`config.mk`:
```
export PLATFORM = sky130hd
export DESIGN_NAME = mac_column
export DESIGN_NICKNAME = d
export VERILOG_FILES = /design/src/rtl/mac_column_pkg.sv /design/src/rtl/mac_column_pe.sv /design/src/rtl/mac_column_dly.sv /design/src/rtl/mac_column_coll.sv /design/src/rtl/mac_column.sv
export SDC_FILE = /design/constraint.sdc
export NUM_CORES = 1
export LEC_CHECK = 0
export ABC_AREA = 1
export ABC_CLOCK_PERIOD_IN_PS = 7900
export BUFFER_PORTS_ARGS = -buffer_cell sky130_fd_sc_hd__buf_2
export CAP_MARGIN = 20
export CORE_ASPECT_RATIO = 0.8
export CORE_UTILIZATION = 55
export DETAILED_ROUTE_END_ITERATION = 8
export PLACE_DENSITY = 0.72
export SLEW_MARGIN = 5
export SYNTH_ARGS = -nofsm -noshare
export SYNTH_HDL_FRONTEND = slang
export SYNTH_HIERARCHICAL = 1
export SYNTH_SLANG_ARGS = --single-unit
```
`constraint.sdc`:
```
create_clock -name clk -period 7.9 [get_ports clk]
set_clock_uncertainty 0.05 [all_clocks]
set_input_delay 0.79 -clock clk [delete_from_list [all_inputs] [get_ports clk]]
set_output_delay 0.79 -clock clk [all_outputs]
set_load 0.01 [all_outputs]
```
`src/rtl/mac_column_pkg.sv`:
```
package mac_column_pkg;

    localparam int PIX_W  = 8;
    localparam int COEF_W = 8;
    localparam int KW_MAX = 16;
    localparam int PROD_W = PIX_W + 1 + COEF_W;
    localparam int ACC_W  = PROD_W + $clog2(KW_MAX);

    typedef struct packed {
        logic                     vld;
        logic                     first;
        logic                     last;
        logic signed [COEF_W-1:0] val;
    } ctok_t;

    typedef logic signed [ACC_W-1:0] acc_t;

    function automatic acc_t mac_step(input logic [PIX_W-1:0] p,
                                      input logic signed [COEF_W-1:0] c,
                                      input acc_t base,
                                      input logic fresh);
        logic signed [PROD_W-1:0] pr;
        acc_t                     pe;
        pr = PROD_W'($signed({1'b0, p})) * PROD_W'(c);
        pe = ACC_W'(pr);
        return fresh ? pe : base + pe;
    endfunction

endpackage

```
`src/rtl/mac_column_pe.sv`:
```
module mac_column_pe
    import mac_column_pkg::*;
(
    input  logic             clk,
    input  logic             rst,
    input  logic [PIX_W-1:0] pix,
    input  ctok_t            tok_in,
    input  logic             take,
    output ctok_t            tok_out,
    output logic             done,
    output acc_t             result
);
    acc_t acc;
    acc_t nxt;

    always_comb nxt = mac_step(pix, tok_in.val, acc, tok_in.first);

    always_ff @(posedge clk) begin
        if (rst) begin
            acc     <= '0;
            tok_out <= '0;
            done    <= 1'b0;
            result  <= '0;
        end else begin
            tok_out <= tok_in;
            if (tok_in.vld) acc <= nxt;
            if (tok_in.vld && tok_in.last) begin
                done   <= 1'b1;
                result <= nxt;
            end else if (take) begin
                done <= 1'b0;
            end
        end
    end
endmodule

```
`src/rtl/mac_column_dly.sv`:
```
module mac_column_dly
    import mac_column_pkg::*;
#(
    parameter int DEPTH = 3
) (
    input  logic  clk,
    input  logic  rst,
    input  ctok_t d,
    output ctok_t q
);
    generate
        if (DEPTH == 0) begin : g_wire
            assign q = d;
        end else begin : g_regs
            ctok_t stg [DEPTH];
            always_ff @(posedge clk) begin
                if (rst) begin
                    for (int i = 0; i < DEPTH; i++) stg[i] <= '0;
                end else begin
                    stg[0] <= d;
                    for (int i = 1; i < DEPTH; i++) stg[i] <= stg[i-1];
                end
            end
            assign q = stg[DEPTH-1];
        end
    endgenerate
endmodule

```
`src/rtl/mac_column_coll.sv`:
```
module mac_column_coll
    import mac_column_pkg::*;
#(
    parameter int NR    = 4,
    parameter int ROW_W = (NR > 1) ? $clog2(NR) : 1
) (
    input  logic             clk,
    input  logic             rst,
    input  logic [NR-1:0]    done,
    input  acc_t             res [NR],
    output logic [NR-1:0]    take,
    output logic             out_valid,
    output logic [ROW_W-1:0] out_row,
    output acc_t             out_data
);
    localparam logic [ROW_W-1:0] LAST_ROW = ROW_W'(NR - 1);

    logic [ROW_W-1:0] ptr;
    logic             hit;

    always_comb begin
        take = '0;
        hit  = done[ptr];
        if (hit) take[ptr] = 1'b1;
    end

    always_ff @(posedge clk) begin
        if (rst) begin
            ptr       <= '0;
            out_valid <= 1'b0;
            out_row   <= '0;
            out_data  <= '0;
        end else begin
            out_valid <= hit;
            if (hit) begin
                out_data <= res[ptr];
                out_row  <= ptr;
                ptr      <= (ptr == LAST_ROW) ? '0 : ptr + 1'b1;
            end
        end
    end
endmodule

```
`src/rtl/mac_column.sv`:
```
module mac_column
    import mac_column_pkg::*;
#(
    parameter int NR    = 4,
    parameter int ROW_W = (NR > 1) ? $clog2(NR) : 1
) (
    input  logic              clk,
    input  logic              rst,
    input  logic [PIX_W-1:0]  pix_in,
    input  logic              cf_valid,
    input  logic              cf_first,
    input  logic              cf_last,
    input  logic [COEF_W-1:0] cf_data,
    output logic              cf_out_valid,
    output logic              cf_out_first,
    output logic              cf_out_last,
    output logic [COEF_W-1:0] cf_out_data,
    output logic              res_valid,
    output logic [ROW_W-1:0]  res_row,
    output logic [ACC_W-1:0]  res_data
);
    localparam int DLY = NR - 1;

    ctok_t         chain [NR+1];
    ctok_t         tail;
    logic [NR-1:0] done;
    logic [NR-1:0] take;
    acc_t          res   [NR];
    acc_t          col_data;

    assign chain[0] = '{vld: cf_valid, first: cf_first, last: cf_last,
                        val: $signed(cf_data)};

    generate
        for (genvar k = 0; k < NR; k++) begin : g_pe
            mac_column_pe u_pe (
                .clk    (clk),
                .rst    (rst),
                .pix    (pix_in),
                .tok_in (chain[k]),
                .take   (take[k]),
                .tok_out(chain[k+1]),
                .done   (done[k]),
                .result (res[k])
            );
        end
    endgenerate

    mac_column_dly #(.DEPTH(DLY)) u_dly (
        .clk(clk),
        .rst(rst),
        .d  (chain[NR]),
        .q  (tail)
    );

    mac_column_coll #(.NR(NR), .ROW_W(ROW_W)) u_coll (
        .clk      (clk),
        .rst      (rst),
        .done     (done),
        .res      (res),
        .take     (take),
        .out_valid(res_valid),
        .out_row  (res_row),
        .out_data (col_data)
    );

    assign res_data     = col_data;
    assign cf_out_valid = tail.vld;
    assign cf_out_first = tail.first;
    assign cf_out_last  = tail.last;
    assign cf_out_data  = tail.val;
endmodule

```
==> results of run 1 <==
worst min-delay path: stages (launching register included):
cell and delay, ns:
dfxtp_1 0.30, inv_1 0.04, nor2_1 0.03
sequential cells by signal (all words and copies together) (netlist names):
name               flops
u_coll/out_row         2
u_dly/g_regs.stg      33
u_coll/ptr             2
g_pe.u_pe/done         4
g_pe.u_pe/result      84
g_pe.u_pe/tok_out     44
u_coll/out_valid       1
u_coll/out_data       21
g_pe.u_pe/acc         84
cell usage after synthesis, types with 8 or more instances:
| library cell | instances |
|---|---|
| nand3_1 | 241 |
| fa_1 | 152 |
| nand2_2 | 30 |
| o21ai_0 | 169 |
| a21oi_1 | 117 |
| buf_2 | 27 |
| nor2_2 | 10 |
| nand2_1 | 923 |
| xnor2_1 | 14 |
| buf_6 | 8 |
| inv_1 | 827 |
| and2_1 | 12 |
| xor2_1 | 24 |
| o21ai_1 | 17 |
| o21bai_1 | 18 |
| nand4_1 | 32 |
| a21oi_2 | 17 |
| nand3b_1 | 38 |
| dfxtp_1 | 275 |
| buf_4 | 20 |
| o211ai_1 | 16 |
| or2_0 | 8 |
| or2_1 | 12 |
| clkbuf_1 | 97 |
| ha_1 | 260 |
| or2_2 | 19 |
| nor2_1 | 531 |
cell type report:
type	count	area [sq um]
clock buffer	37	818
multi-input combinational	2704	16700
inverter	841	3160
fill	4530	19400
clock inverter	19	233
timing repair buffer	70	394
tap	620	776
sequential	275	5510
how the worst max path moves through the flow:
stage / from / endpoint / cells after the start
after floorplan: cf_data[7] / g_pe[0].u_pe/result[12] / 28
after global placement: cf_data[7] / g_pe[0].u_pe/result[14] / 29
after detailed placement: cf_data[7] / g_pe[0].u_pe/acc[20] / 28
after CTS: g_pe[0].u_pe/tok_out[7] / g_pe[1].u_pe/acc[20] / 28
after global routing: g_pe[0].u_pe/tok_out[7] / g_pe[1].u_pe/acc[18] / 26
final: g_pe[0].u_pe/tok_out[7] / g_pe[1].u_pe/result[15] / 26
cells by family after synthesis:
family,after synthesis,synth area share
adder cells (fa/ha/maj),412,0.241
XOR/XNOR,41,0.0146
buffers and inverters,1003,0.151
flip-flops,275,0.211
AO/OA/AOI/OAI,373,0.0799
multiplexers,4,0.00153
AND/OR/NAND/NOR,1874,0.301
power by group through the flow:
stage          logic (mW)  clock network [mW]  registers, mW
2_1_floorplan        2.13                   0           1.63
3_3_place_gp         2.75                   0           1.63
3_5_place_dp         2.77                   0           1.63
4_1_cts              2.79                1.53           1.60
5_1_grt              3.19                1.59           1.62
6_report             2.82                1.50           1.60
metrics by stage:
step	total power [mW]	hold slack, ns	area, sq um	instances	setup slack, ns
5_1_grt	6.39	0.352	27600	4566	1.22
2_1_floorplan	3.75	0.338	26100	3982	1.94
3_5_place_dp	4.40	0.345	26500	4510	1.26
3_3_place_gp	4.38	0.339	26500	4510	1.31
6_report	5.92	0.347	27600	4566	1.60
4_1_cts	5.92	0.349	27600	4566	1.67
per-layer routing:
metal,share of wire,global-route usage,vias to the layer above
li1,-,-,11900
met1,0.50,0.411,10400
met2,0.41,0.411,631
met3,0.068,0.0386,80
met4,0.021,0.0603,0
met5,0,0,-
==> impl_metrics.tcl, run 1 <==
set metrics [dict create \
    fin_util 0.587 \
    core_sq_um 47000 \
    viasPerCell 5.05 \
    async_flop_share 0 \
    die_y_um 197 \
    first_pass_iters 6 \
    setup_viol 0 \
    final_common_cell "nand2_1" \
    share_comb_of_total_power 0.476 \
    cp_top_family "adder cells" \
    hold_end "u_dly/g_regs.stg[0][28]" \
    rr_endpoint "g_pe[1].u_pe/result[15]" \
    gr-usage-all-layers 0.273 \
    p_sw_mw 2.56 \
    io-pin-count 56 \
    worstMarginPinSlew_ns 0.854 \
    cts_root_buf "clkbuf_16" \
    reg2regPathDepth 26 \
    synth_nets 4415 \
    rows 71 \
    p_per_area_nw_per_um2 215 \
    htreeDepth 1 \
    ys_ff_latch 275 \
    hold_path_class "reg2reg" \
    fmaxAchievable_ghz 0.159 \
    post_cts_buffers 0 \
    antenna_found_initial 0 \
    drc 0 \
    synthTopCellsByArea "dfxtp_1 21%, nand2_1 13%, ha_1 12%, inv_1 12%, fa_1 12%" \
    period_needed_ns 6.30 \
    synth-main-ff-cell "dfxtp_1" \
    die_x_um 246 \
    hp-start "u_dly/g_regs.stg[0][17]" \
    hold_depth 2 \
    antenna_left 0 \
    cpPeakStageDelay_ns 0.55 \
    start_util 0.556 \
    cts_sinks 275 \
    cts_resized 0 \
    synthesis.area_sq_um 26100 \
    internal_power_mw 3.36 \
    final_layout_size_suffix_gt1_frac 0.0565 \
    clkSlewWorstSetupHoldPaths_ns 0.06 \
    ir_drop_mv 0.182 \
    seq_area_frac_synth 0.211 \
    hold_violations 0 \
    syn-instance-count 3982 \
    grt_start_max_net_pins 90 \
    nNetsFinal 4355 \
    synth_edf_count 0 \
    path_buf_inv 5 \
    post-route-period-util 0.797 \
    relSlewSlack 0.430 \
    die_area_sq_um 48400 \
    final_cell_mix "923 x nand2_1, 827 x inv_1, 531 x nor2_1" \
    status "finished clean" \
    end_kind "flop" \
    slew_viol_final 0 \
    cts_buffers 30 \
    path_max_fanout 10 \
    grt_pass1_wl_um 108000 \
    num_vias 23100 \
    worst-endpoint-arrival_ns 6.73 \
    switching_share 0.432 \
    grt_pass1_vias 21400 \
    wire_per_inst_um 14.2 \
    power.share.clock 0.254 \
    p_leak_nw 16.2 \
    port_buffers 55 \
    diodes 0 \
    start_kind "flop" \
    rrSetupSlack_ns 1.60 \
    slowest_stage "fa_1" \
    drtIter0Drc 1967 \
    drv_cap 0 \
    rsz0062_at_grt "false" \
    clk_latency_ns 0.58 \
    setup-tns-final_ns 0 \
    wl_um 64900 \
    avgSynthCellArea_sq_um 6.57 \
    required_ns 8.34 \
    r2r-start "g_pe[0].u_pe/tok_out[7]" \
    globalplace.congestion 0.978 \
    synth_cell_types 48 \
    synth_top_area_frac 0.211 \
    yosys_warnings 6 \
    yosysTopAreaCell "dfxtp_1" \
    clk_path_buf_depth 3 \
    areaGrowthSynthToFinish_pct 5.43 \
    hpwl_um 48700 \
    power_frac_seq 0.271 \
    hold_buffers 0 \
    cts_tree "done" \
    grt-ovfl-total 0 \
    crit_type "reg2reg" \
]
No activity file was read; power rests on OpenSTA's default activity.
==> run 2: changes to the inputs <==
--- a/config.mk
+++ b/config.mk
@@ -6,13 +6,13 @@
 export NUM_CORES = 1
 export LEC_CHECK = 0
 export ABC_AREA = 1
-export ABC_CLOCK_PERIOD_IN_PS = 7900
+export ABC_CLOCK_PERIOD_IN_PS = 5770
 export BUFFER_PORTS_ARGS = -buffer_cell sky130_fd_sc_hd__buf_2
 export CAP_MARGIN = 20
 export CORE_ASPECT_RATIO = 0.8
 export CORE_UTILIZATION = 55
 export DETAILED_ROUTE_END_ITERATION = 8
-export PLACE_DENSITY = 0.72
+export PLACE_DENSITY = 0.75
 export SLEW_MARGIN = 5
 export SYNTH_ARGS = -nofsm -noshare
 export SYNTH_HDL_FRONTEND = slang
==> constraint.sdc (replaced) <==
create_clock -name clk -period 5.77 [get_ports clk]
set_clock_uncertainty 0.05 [all_clocks]
set_input_delay 0.577 -clock clk [delete_from_list [all_inputs] [get_ports clk]]
set_output_delay 0.577 -clock clk [all_outputs]
set_load 0.01 [all_outputs]
==> run 2 against run 1 <==
Compared with the run above:
- routed wire length grew 6.8%
- sequential power rose by 38%
- count of clock-buffer cells in the layout down 1
- cell area grew 9.4%
- critical path type unchanged
- largest power group unchanged
==> impl_metrics.tcl, run 2 (same netlist as run 1, synthesis figures left out) <==
set metrics [dict create \
    status "finished clean" \
    path_buf_inv 6 \
    die_area_sq_um 48400 \
    p_leak_nw 17.5 \
    clk_path_buf_depth 3 \
    grt_start_max_net_pins 130 \
    cpPeakStageDelay_ns 0.50 \
    viasPerCell 5.09 \
    worstMarginPinSlew_ns 1.15 \
    hpwl_um 53100 \
    antenna_left 0 \
    post-route-period-util 0.961 \
    final_common_cell "nand2_1" \
    wire_per_inst_um 14.4 \
    setup_viol 0 \
    slew_viol_final 0 \
    fmaxAchievable_ghz 0.180 \
    globalplace.congestion 0.949 \
    diodes 0 \
    core_sq_um 47000 \
    cpMostUsedCell "nand2_1" \
    drtIter0Drc 2278 \
    nNetsFinal 4605 \
    end_kind "flop" \
    grt-ovfl-total 0 \
    reg.largest.list "g_pe.u_pe/acc (84), g_pe.u_pe/result (84), g_pe.u_pe/tok_out (44)" \
    hold_path_class "in2reg" \
    port_buffers 55 \
    final_cell_mix "917 x nand2_1, 826 x inv_1, 517 x nor2_1" \
    cts_buffers 31 \
    hold_buffers 0 \
    hold_violations 0 \
    drv_cap 0 \
    grt_pass1_vias 23100 \
    worst-endpoint-arrival_ns 5.93 \
    start_kind "flop" \
    rsz0062_at_grt "true" \
    clk_latency_ns 0.60 \
    slowest_stage "fa_1" \
    setup-tns-final_ns 0 \
    crit_type "reg2reg" \
    gr-usage-all-layers 0.289 \
    start_util 0.556 \
    fillCellCount 4220 \
    io-pin-count 56 \
    drc 0 \
    areaGrowthSynthToFinish_pct 15.4 \
    htreeDepth 1 \
    rows 71 \
    final_layout_size_suffix_gt1_frac 0.135 \
    dp_cells 4757 \
    required_ns 6.16 \
    antenna_found_initial 1 \
    ir_drop_mv 0.253 \
    cts_tree "done" \
    relSlewSlack 0.234 \
    wl_um 69300 \
    cts_root_buf "clkbuf_16" \
    cts_sinks 275 \
    first_pass_iters 6 \
    clkSlewWorstSetupHoldPaths_ns 0.07 \
    grt_pass1_wl_um 115000 \
    path_max_fanout 8 \
    period_needed_ns 5.55 \
    die_y_um 197 \
    die_x_um 246 \
    fin_cells 4817 \
    cp_top_family "adder cells" \
    p_per_area_nw_per_um2 304 \
    num_vias 24500 \
    fin_util 0.642 \
]
-- run 2: repair_timing --
item                                   4_1_cts  5_1_grt
buffers inserted                             0        1
setup endpoints to repair                    0       86
endpoints found under the hold margin        0        0
gates resized for setup                      0      120
-- run 2: layout make-up --
type	count	area, sq um	area share
multi-input cells	2704	17200	0.570
flip-flops and latches	275	5540	0.184
inverters	841	3160	0.105
clock inverters	22	285	0.00946
clock buffers	36	825	0.0273
repair buffers	319	2390	0.0792
well taps	620	776	0.0257
-- run 2: per-stage QoR --
step           total power [mW]  instance area (sq um)  setup slack [ns]  hold slack, ns
2_1_floorplan              5.14                  26100            0.0209           0.338
6_report                   9.18                  30200             0.225           0.213
5_1_grt                    9.88                  30200           -0.0507           0.207
4_1_cts                    8.94                  29600           0.00735           0.193
3_3_place_gp               6.72                  28500            -0.363           0.340
3_5_place_dp               6.76                  28500            -0.436           0.343
-- run 2: worst min-delay path, cell delays in order --
cell and delay (ns):
buf_2 0.13, inv_1 0.06, nor2_1 0.03
-- run 2: per-layer routing --
metal	track usage	vias to the layer above	wire (um)
met5	0	-	13
met4	0.0524	2	1340
met3	0.0359	80	5730
met2	0.452	800	29500
met1	0.428	11200	32700
li1	-	12500	-
-- run 2: power breakdown --
part / switching [mW] / leakage [nW] / total, mW / internal [mW]
combinational: 2.75 / 14.8 / 4.81 / 2.05
clock: 0.903 / 0.534 / 2.17 / 1.26
sequential: 0.131 / 2.25 / 2.21 / 2.07
-- run 2: path summary, 6_finish.rpt --
path	startpoint	end	slack (ns)	cells after the start
worst min register to register	u_dly/g_regs.stg[0][19]	u_dly/g_regs.stg[0][30]	0.35	2
worst max register to register	g_pe[2].u_pe/tok_out[7]	g_pe[3].u_pe/result[20]	0.22	28
worst max-delay path	g_pe[2].u_pe/tok_out[7]	g_pe[3].u_pe/result[20]	0.22	28
worst min-delay path	cf_last	g_pe[0].u_pe/tok_out[8]	0.21	3
==> run 3: changes to the inputs <==
--- a/config.mk
+++ b/config.mk
@@ -12,6 +12,7 @@
 export CORE_ASPECT_RATIO = 0.8
 export CORE_UTILIZATION = 55
 export DETAILED_ROUTE_END_ITERATION = 8
+export GPL_TIMING_DRIVEN = 0
 export PLACE_DENSITY = 0.75
 export SLEW_MARGIN = 5
 export SYNTH_ARGS = -nofsm -noshare
==> run 3 against run 2 <==
Compared with the run above:
- count of clock-buffer cells in the layout up 1
- die area unchanged
- maximum frequency rose by 0.26%
- largest cell class unchanged
- highest routed layer is now met4
==> impl_metrics.tcl, run 3 (same netlist as run 1, synthesis figures left out) <==
set metrics [dict create \
    status "finished clean" \
    maxUsedRoutingLayer "met4" \
    crit_type "reg2reg" \
    fillCellCount 4383 \
    worstMarginPinSlew_ns 0.736 \
    post-route-period-util 0.959 \
    drv_cap 0 \
    areaGrowthSynthToFinish_pct 9.18 \
    antenna_left 0 \
    setup-tns-final_ns 0 \
    die_y_um 197 \
    final_layout_size_suffix_gt1_frac 0.0896 \
    fin_area_sq_um 28500 \
    nNetsFinal 4473 \
    grt-ovfl-total 0 \
    gr-usage-all-layers 0.286 \
    clk_path_buf_depth 3 \
    die_x_um 246 \
    place_ws_ns -0.658 \
    power.share.clock 0.231 \
    p_sw_mw 3.59 \
    regArea_sq_um 5550 \
    first_pass_iters 5 \
    antenna_found_initial 0 \
    clkSlewWorstSetupHoldPaths_ns 0.07 \
    die_area_sq_um 48400 \
    p_leak_nw 16.6 \
    worst-endpoint-arrival_ns 5.95 \
    dp_cells 4639 \
    port_buffers 37 \
    power_frac_seq 0.270 \
    setup_viol 0 \
    rows 71 \
    relSlewSlack 0.509 \
    grt_pass1_wl_um 113000 \
    clk_latency_ns 0.57 \
    core_sq_um 47000 \
    hpwl_um 54200 \
    io-pin-count 56 \
    viasPerCell 5.13 \
    internal_power_mw 4.59 \
    p_per_area_nw_per_um2 286 \
    wl_um 68200 \
    period_needed_ns 5.53 \
    power_mw 8.17 \
    path_max_fanout 6 \
    final_common_cell "nand2_1" \
    wl_met2_um 27900 \
    multiInputGateArea_sq_um 17100 \
    hold_path_class "in2reg" \
    placed_area_sq_um 27100 \
    required_ns 6.19 \
    grt_pass1_vias 22500 \
    start_kind "flop" \
    slew_viol_final 0 \
    htreeDepth 1 \
    drc 0 \
    share_comb_of_total_power 0.499 \
    cts_root_buf "clkbuf_16" \
    wire_per_inst_um 14.6 \
    wl_met1_um 33300 \
    fin_cells 4681 \
    ir_drop_mv 0.255 \
    cts_sinks 275 \
    wl_met3_um 5250 \
    reg.largest.list "g_pe.u_pe/acc (84), g_pe.u_pe/result (84), g_pe.u_pe/tok_out (44)" \
    num_vias 24000 \
    grt_start_max_net_pins 16 \
    diodes 0 \
    end_kind "flop" \
    drtIter0Drc 1922 \
    worst_slack_ns 0.239 \
    cts_buffers 28 \
    start_util 0.556 \
    fmaxAchievable_ghz 0.181 \
    switching_share 0.439 \
    cts_tree "done" \
    final_cell_mix "915 x nand2_1, 827 x inv_1, 520 x nor2_1" \
    globalplace.congestion 0.979 \
    hold_violations 0 \
]
run 3: timing repair:
| action | in CTS | in global routing |
|---|---|---|
| setup buffers | 1 | 9 |
| pin swaps | 3 | 28 |
| setup endpoints to repair | 60 | 86 |
| hold buffers | 0 | 0 |
| gates resized for setup | 16 | 133 |
| endpoints found under the hold margin | 0 | 0 |
run 3: worst max-delay path, cell delays in order, from the launching register on:
cell and delay (ns):
dfxtp_4 0.42, clkinv_8 0.07, or2_2 0.28, fa_1 0.45, fa_1 0.51, inv_1 0.06
fa_1 0.50, inv_1 0.06, fa_1 0.53, inv_1 0.07, ha_4 0.26, a21oi_2 0.14
nand2_2 0.11, a21oi_4 0.17, o21bai_1 0.11, or2_1 0.23, and2_4 0.16, ha_1 0.30
nand2_1 0.08, nand2_1 0.06, o21bai_1 0.20, a21oi_2 0.15, nand3b_1 0.11, nand3_2 0.11
nand3_4 0.11, nand2_1 0.09, inv_1 0.04
run 3: worst paths after layout:
path / cells past startpoint / startpoint / slack, ns / end
setup / recovery: 26 / g_pe[0].u_pe/tok_out[7] / 0.24 / g_pe[1].u_pe/result[15]
hold / removal: 2 / rst / 0.15 / u_dly/g_regs.stg[0][0]
setup reg to reg: 26 / g_pe[0].u_pe/tok_out[7] / 0.24 / g_pe[1].u_pe/result[15]
hold reg to reg: 2 / u_dly/g_regs.stg[0][16] / 0.34 / u_dly/g_regs.stg[0][27]
run 3: through the flow:
| step | hold slack (ns) | util |
|---|---|---|
| 2_1_floorplan | 0.338 | - |
| 3_3_place_gp | 0.340 | 0.577 |
| 3_5_place_dp | 0.342 | 0.577 |
| 4_1_cts | 0.129 | 0.598 |
| 5_1_grt | 0.137 | 0.607 |
| 6_report | 0.146 | 0.607 |
run 3: power groups by stage:
| stage | Combinational (mW) | Sequential, mW | Clock [mW] |
|---|---|---|---|
| 2_1_floorplan | 2.91 | 2.23 | 0 |
| 5_1_grt | 4.60 | 2.22 | 1.99 |
| 3_5_place_dp | 3.86 | 2.22 | 0 |
| 4_1_cts | 3.90 | 2.19 | 1.92 |
| 6_report | 4.08 | 2.20 | 1.89 |
| 3_3_place_gp | 3.81 | 2.22 | 0 |
run 3: layer usage:
layer  track usage  vias up
met5             0        -
met4        0.0771        0
met3        0.0448       99
met2         0.423      724
met1         0.427    11000
li1              -    12200
run 3: area by class of cell:
type,count,share of cell area
tap,620,0.0272
clock inverter,14,0.00530
multi-input combinational,2704,0.599
sequential,275,0.194
buffer,143,0.0263
timing repair buffer,47,0.00912
clock buffer,37,0.0275
inverter,841,0.111
